File: src/rtl/lp_pkg.sv
package lp_pkg;

  // Nanoseconds to whole cycles, rounded up, never less than one.
  function automatic int unsigned ns_to_cycles(input int unsigned ns, input int unsigned mhz);
    int unsigned c;
    c = (ns * mhz + 999) / 1000;
    return (c == 0) ? 1 : c;
  endfunction

  // Microseconds to cycles.
  function automatic int unsigned us_to_cycles(input int unsigned us, input int unsigned mhz);
    return us * mhz;
  endfunction

  // Position of the data slot inside one clock-pulse interval.
  function automatic int unsigned data_slot(input int unsigned spacing);
    return spacing / 2;
  endfunction

  typedef enum logic {
    LP_NORMAL = 1'b0,
    LP_FAST   = 1'b1
  } lp_mode_e;

endpackage

File: src/rtl/lp_period_timer.sv
module lp_period_timer #(
  parameter int unsigned PERIOD = 8000
) (
  input  logic clk,
  input  logic rst_n,
  input  logic run,
  output logic tick_o
);
  localparam int unsigned CW = (PERIOD > 1) ? $clog2(PERIOD) : 1;
  localparam logic [CW-1:0] LAST = CW'(PERIOD - 1);

  logic [CW-1:0] cnt;

  assign tick_o = run && (cnt == '0);

  always_ff @(posedge clk) begin
    if (!rst_n || !run) begin
      cnt <= '0;
    end else if (cnt == LAST) begin
      cnt <= '0;
    end else begin
      cnt <= cnt + 1'b1;
    end
  end

  // consecutive period starts are never adjacent
  a_r6_tick_spacing: assert property (@(posedge clk) disable iff (!rst_n)
    tick_o |=> !tick_o);

endmodule

File: src/rtl/lp_pulse_shaper.sv
module lp_pulse_shaper #(
  parameter int unsigned WIDTH = 3
) (
  input  logic clk,
  input  logic rst_n,
  input  logic run,
  input  logic trig_i,
  output logic pulse_o
);
  localparam int unsigned RW = $clog2(WIDTH + 1);

  logic [RW-1:0] rem;

  always_ff @(posedge clk) begin
    if (!rst_n || !run) begin
      rem <= '0;
    end else if (trig_i) begin
      rem <= RW'(WIDTH);
    end else if (rem != '0) begin
      rem <= rem - 1'b1;
    end
  end

  assign pulse_o = (rem != '0);

  // a pulse only begins after a trigger
  a_r2_rise_after_trig: assert property (@(posedge clk) disable iff (!rst_n)
    $rose(pulse_o) |-> $past(trig_i));

  // a trigger while running always yields a high output next cycle
  a_r2_trig_starts: assert property (@(posedge clk) disable iff (!rst_n)
    (trig_i && run) |=> pulse_o);

endmodule

File: src/rtl/lp_burst_seq.sv
module lp_burst_seq #(
  parameter int unsigned BITS    = 16,
  parameter int unsigned SPACING = 3125,
  parameter int unsigned HALF    = 1562,
  parameter int unsigned WIDTH   = 3
) (
  input  logic            clk,
  input  logic            rst_n,
  input  logic            run,
  input  logic            launch_i,
  input  logic [BITS-1:0] word_i,
  output logic            busy_o,
  output logic            trig_o,
  output logic            done_o
);
  localparam int unsigned PW = $clog2(SPACING);
  localparam int unsigned KW = $clog2(BITS + 1);
  localparam int unsigned IW = (BITS > 1) ? $clog2(BITS) : 1;
  localparam logic [PW-1:0] PH_LAST = PW'(SPACING - 1);
  localparam logic [PW-1:0] PH_DATA = PW'(HALF);
  localparam logic [PW-1:0] PH_END  = PW'(WIDTH);
  localparam logic [KW-1:0] K_LAST  = KW'(BITS);

  logic            busy;
  logic [KW-1:0]   k;
  logic [PW-1:0]   ph;
  logic [BITS-1:0] word_q;
  logic            done_q;
  logic            start_burst;
  logic            clk_slot;
  logic            data_slot_hit;
  logic            burst_end;

  assign start_burst   = launch_i && !busy;
  assign clk_slot      = busy && (ph == '0);
  assign data_slot_hit = busy && (ph == PH_DATA) && (k < K_LAST) && word_q[k[IW-1:0]];
  assign burst_end     = busy && (k == K_LAST) && (ph == PH_END);

  always_ff @(posedge clk) begin
    if (!rst_n || !run) begin
      busy   <= 1'b0;
      k      <= '0;
      ph     <= '0;
      word_q <= '0;
      done_q <= 1'b0;
    end else begin
      done_q <= burst_end;
      if (start_burst) begin
        busy   <= 1'b1;
        k      <= '0;
        ph     <= PW'(1);
        word_q <= word_i;
      end else if (burst_end) begin
        busy <= 1'b0;
        k    <= '0;
        ph   <= '0;
      end else if (busy) begin
        if (ph == PH_LAST) begin
          ph <= '0;
          k  <= k + 1'b1;
        end else begin
          ph <= ph + 1'b1;
        end
      end
    end
  end

  assign busy_o = busy;
  assign trig_o = start_burst || clk_slot || data_slot_hit;
  assign done_o = done_q;

  // the pulse index never passes the seventeenth clock pulse
  a_r3_index_bound: assert property (@(posedge clk) disable iff (!rst_n)
    busy |-> (k <= K_LAST));

  // inside a burst, triggers fall only on a clock slot or the data slot
  a_r4_slot_only: assert property (@(posedge clk) disable iff (!rst_n)
    (trig_o && busy && ph != '0) |-> (ph == PH_DATA));

  // the captured word holds for the whole burst
  a_r5_word_hold: assert property (@(posedge clk) disable iff (!rst_n)
    (busy && run && !burst_end) |=> $stable(word_q));

endmodule

File: src/rtl/lp_gen.sv
module lp_gen #(
  parameter int unsigned CLK_MHZ    = 25,
  parameter int unsigned PULSE_NS   = 100,
  parameter int unsigned SPACING_NS = 125000,
  parameter int unsigned REP_US     = 16000,
  parameter int unsigned WORD_W     = 16
) (
  input  logic              clk,
  input  logic              rst_n,
  input  logic              en,
  input  logic              fast_mode,
  input  logic              idle_pulse_off,
  input  logic [WORD_W-1:0] code_word,
  output logic              pulse_out,
  output logic              burst_done
);
  import lp_pkg::*;

  localparam int unsigned W_CYC   = ns_to_cycles(PULSE_NS, CLK_MHZ);
  localparam int unsigned CP_CYC  = ns_to_cycles(SPACING_NS, CLK_MHZ);
  localparam int unsigned HALF    = data_slot(CP_CYC);
  localparam int unsigned REP_CYC = us_to_cycles(REP_US, CLK_MHZ);

  lp_mode_e mode;
  logic     tick;
  logic     seq_busy;
  logic     seq_trig;
  logic     seq_done;
  logic     lone_trig;
  logic     any_trig;
  logic     fast_launch;

  assign mode        = lp_mode_e'(fast_mode);
  assign fast_launch = tick && (mode == LP_FAST);
  assign lone_trig   = tick && (mode == LP_NORMAL) && !idle_pulse_off;
  assign any_trig    = seq_trig || lone_trig;

  lp_period_timer #(.PERIOD(REP_CYC)) u_timer (
    .clk    (clk),
    .rst_n  (rst_n),
    .run    (en),
    .tick_o (tick)
  );

  lp_burst_seq #(
    .BITS    (WORD_W),
    .SPACING (CP_CYC),
    .HALF    (HALF),
    .WIDTH   (W_CYC)
  ) u_seq (
    .clk      (clk),
    .rst_n    (rst_n),
    .run      (en),
    .launch_i (fast_launch),
    .word_i   (code_word),
    .busy_o   (seq_busy),
    .trig_o   (seq_trig),
    .done_o   (seq_done)
  );

  lp_pulse_shaper #(.WIDTH(W_CYC)) u_shape (
    .clk     (clk),
    .rst_n   (rst_n),
    .run     (en),
    .trig_i  (any_trig),
    .pulse_o (pulse_out)
  );

  assign burst_done = seq_done;

  // a disabled generator is silent from the next edge on
  a_r10_quiet_when_off: assert property (@(posedge clk) disable iff (!rst_n)
    !en |=> !pulse_out);

  // the done strobe lasts one cycle
  a_r7_done_single: assert property (@(posedge clk) disable iff (!rst_n)
    burst_done |=> !burst_done);

  // the done strobe comes right as the last clock pulse falls
  a_r7_done_follows_pulse: assert property (@(posedge clk) disable iff (!rst_n)
    burst_done |-> (!pulse_out && $past(pulse_out)));

  // a muted normal-mode period start produces no pulse
  a_r9_muted_start: assert property (@(posedge clk) disable iff (!rst_n)
    (tick && !fast_mode && idle_pulse_off && !seq_busy && !pulse_out) |=> !pulse_out);

  // no burst activity starts in normal mode
  a_r8_no_burst_normal: assert property (@(posedge clk) disable iff (!rst_n)
    (!fast_mode && !seq_busy) |=> !seq_busy);

endmodule

File: config.mk
export PLATFORM = sky130hd
export DESIGN_NAME = lp_gen
export DESIGN_NICKNAME = d
export VERILOG_FILES = /design/src/rtl/lp_pkg.sv /design/src/rtl/lp_period_timer.sv /design/src/rtl/lp_pulse_shaper.sv /design/src/rtl/lp_burst_seq.sv /design/src/rtl/lp_gen.sv
export SDC_FILE = /design/constraint.sdc
export NUM_CORES = 1
export LEC_CHECK = 0
export BUFFER_PORTS_ARGS = -buffer_cell sky130_fd_sc_hd__buf_2
export CORE_ASPECT_RATIO = 0.8
export CORE_MARGIN = 8
export CORE_UTILIZATION = 40
export DETAILED_ROUTE_END_ITERATION = 6
export PLACE_DENSITY_LB_ADDON = 0.08
export SLEW_MARGIN = 20
export SYNTH_ARGS = -nofsm -noshare
export SYNTH_HDL_FRONTEND = slang
export SYNTH_SLANG_ARGS = --single-unit
File: constraint.sdc
create_clock -name clk -period 3.4 [get_ports clk]
set_input_delay 0.34 -clock clk [delete_from_list [all_inputs] [get_ports clk]]
set_output_delay 0.34 -clock clk [all_outputs]
set_load 0.005 [all_outputs]
==> metrics <==
outcome=completed; Max rail drop VDD=a little over 0.0002 V; Die W=between 100 and 150 µm; Slew Viols, Final=0; fmax=388.5 MHz; first-pass GRT wire length=around 12 mm; nets=~370; critical path class=flip-flop to flip-flop; Setup TNS=0 ns; layout cells sized above 1=0.1298; Seq/Total Area, Yosys=0.3897; area growth from synthesis to layout=7.525%; most numerous cell in the Yosys netlist=dfxtp_1; Slew HR=0.4502; FF+latch count, synth=56; clk root buf=clkbuf_8; ant diodes=0; clock sink total=56; Final setup viols=0; fillers=686; synth cell count leaders=dfxtp_1 (56), a21oi_1 (24), nand4_1 (22), o21ai_0 (21), inv_1 (19); wire per inst=~16 µm; Critical Path End Type=flip-flop; grt ovf=0; yosys warns=0; H-tree level count=2; starting density of the core=0.4154; post-CTS setup buffer count=0; num rows=27; pin count of the biggest net entering global routing=23; Hold WC Path Type=input pin to flip-flop; Max Root-Sink Buffers=2; top cell type's share of synthesized area=0.3897; post-CTS resize count=0; Final Hold Viols=0; clk_skew=0.009936 ns; cell taking the most area after synthesis=dfxtp_1; DR iter-0 viols=between 100 and 150; CTS tree=built; top cells by area, synth=dfxtp_1 (39%), xnor2_1 (4.9%), nand4_1 (4.8%), a21oi_1 (4.2%), nor4_1 (3.9%); Leakage=0.9845 nW; Synth async-reset ratio=0; number of global-route vias before repair=2,353; pre-CTS WS=0.8638 ns; GPL Wtd Cong=0.8014; gr usage total=0.1361; number of CTS-inserted buffers=5; Port Buffers=22; post-detailed-route count of antenna-violating nets=0; PwrDens=369.6 nW/µm²; Crit path required time=roughly 3.6 ns; # hold bufs at CTS=0; RSZ-0062 raised after global routing=false; core area=between 6000 and 7000 µm²; Syn Inst Count=about 330; Tcrit/Tclk final=0.7571; Hold WS=0.2804 ns; Worst-path clk slew=0.10 ns; CP startpoint kind=flip-flop; HPWL after DPL=4.816 mm; Die Y=between 90 and 100 µm; DIE AREA=about 10,000 µm²; Tightest Pin Transition=about 0.82 ns; DRC=0; Synth Flop Type=dfxtp_1; crit-path max FO=18; First-pass DRT Iterations=4; Synth Net Count=358; DR vias/cell=~5.7; Skew-Pair Late Insertion Delay=about 0.3 ns; max cap viols=0; vias=approximately 2,400; CP arrival=~2.8 ns; Synth cell types=50; Syn Area/Cell=just under 9 µm²; total wire length=6.765 mm; initial antenna violation count=0; Top-Level Pins=23; crit path time final=2.574 ns; number of enable flip-flop cells after synthesis=0; Synth Cell Area=around 2900 µm²; PnR worst setup slack=around 0.83 ns
[layer usage]
layer	global-route usage	vias up	share of wire
li1	-	1228	-
met1	0.1985	1144	0.55
met2	0.1913	35	0.41
met3	0.02865	8	0.033
met4	0.04489	0	0.0096
met5	0	-	0
[where the power goes]
part	internal (mW)	switching, mW
Sequential	0.664	0.00560
Clock	0.166	0.214
Combinational	0.0356	0.0585
[logic make-up after synthesis]
logic type	Yosys count	share of synthesized area
compound gates	63	0.1348
xor+xnor	23	0.07003
fa+ha+maj	8	0.03480
buf+inv	42	0.06612
flops	56	0.3897
mux	8	0.04176
simple gates	129	0.2627
[sequential cells by signal, indices dropped and copies added (netlist names)]
register      cells
u_timer.cnt      19
u_shape.rem       2
u_seq.ph         12
u_seq.done_o      1
u_seq.k           5
u_seq.word_q     16
u_seq.busy_o      1
[layout by cell type (no fill, tap or decap), types with 3 or more instances in the layout]
cell type	n
nor4_1	18
nor2_1	16
or4_1	5
nand4_1	22
nor3_1	12
a21oi_1	24
xnor2_1	16
xor2_1	7
and3_1	7
dfxtp_1	56
clkbuf_8	6
mux4_2	3
nand3_1	9
a211oi_1	3
nor4b_1	3
inv_1	19
nand2_1	14
ha_1	8
a31oi_1	3
or3_1	7
buf_4	3
o31ai_1	3
and4_1	3
buf_2	22
mux2i_1	3
o21ai_0	21
[critical path: stages, from the launching register on]
cell and delay (ns):
dfxtp_1 0.57, or4b_1 0.51, or3_4 0.43, o31ai_4 0.72, a2bb2o_4 0.24
[final timing paths]
kind                                                   start                            to  slack, ns  cells past startpoint
worst max-delay path               u_seq.busy_o$_SDFFE_PP0P_     u_seq.busy_o$_SDFFE_PP0P_       0.83                      4
worst min-delay path                            code_word[8]  u_seq.word_q[8]$_SDFFE_PP0P_       0.28                      3
worst max register to register     u_seq.busy_o$_SDFFE_PP0P_     u_seq.busy_o$_SDFFE_PP0P_       0.83                      4
worst min register to register  u_seq.word_q[7]$_SDFFE_PP0P_  u_seq.word_q[7]$_SDFFE_PP0P_       0.47                      2
[metrics by stage]
stage | power (mW) | util | area [µm²] | instances
finish | 1.143 | 0.4466 | 3093 | 426
global route | 1.206 | 0.4466 | 3093 | 426
CTS | 1.158 | 0.4466 | 3093 | 426
detailed placement | 0.7797 | 0.4331 | 2999 | 418
global placement | 0.7780 | 0.4331 | 2999 | 418
floorplan | 0.7486 | - | 2877 | 329
[layout make-up]
type	instances	area (µm²)	share of cell area
inverters	19	71.32	0.02306
clock buffers	7	86.33	0.02791
well taps	87	108.9	0.03519
multi-input cells	231	1565	0.5061
flip-flops and latches	56	1121	0.3625
clock inverters	1	7.507	0.002427
repair buffers	25	132.6	0.04288
(Power assumes the default switching activity.)
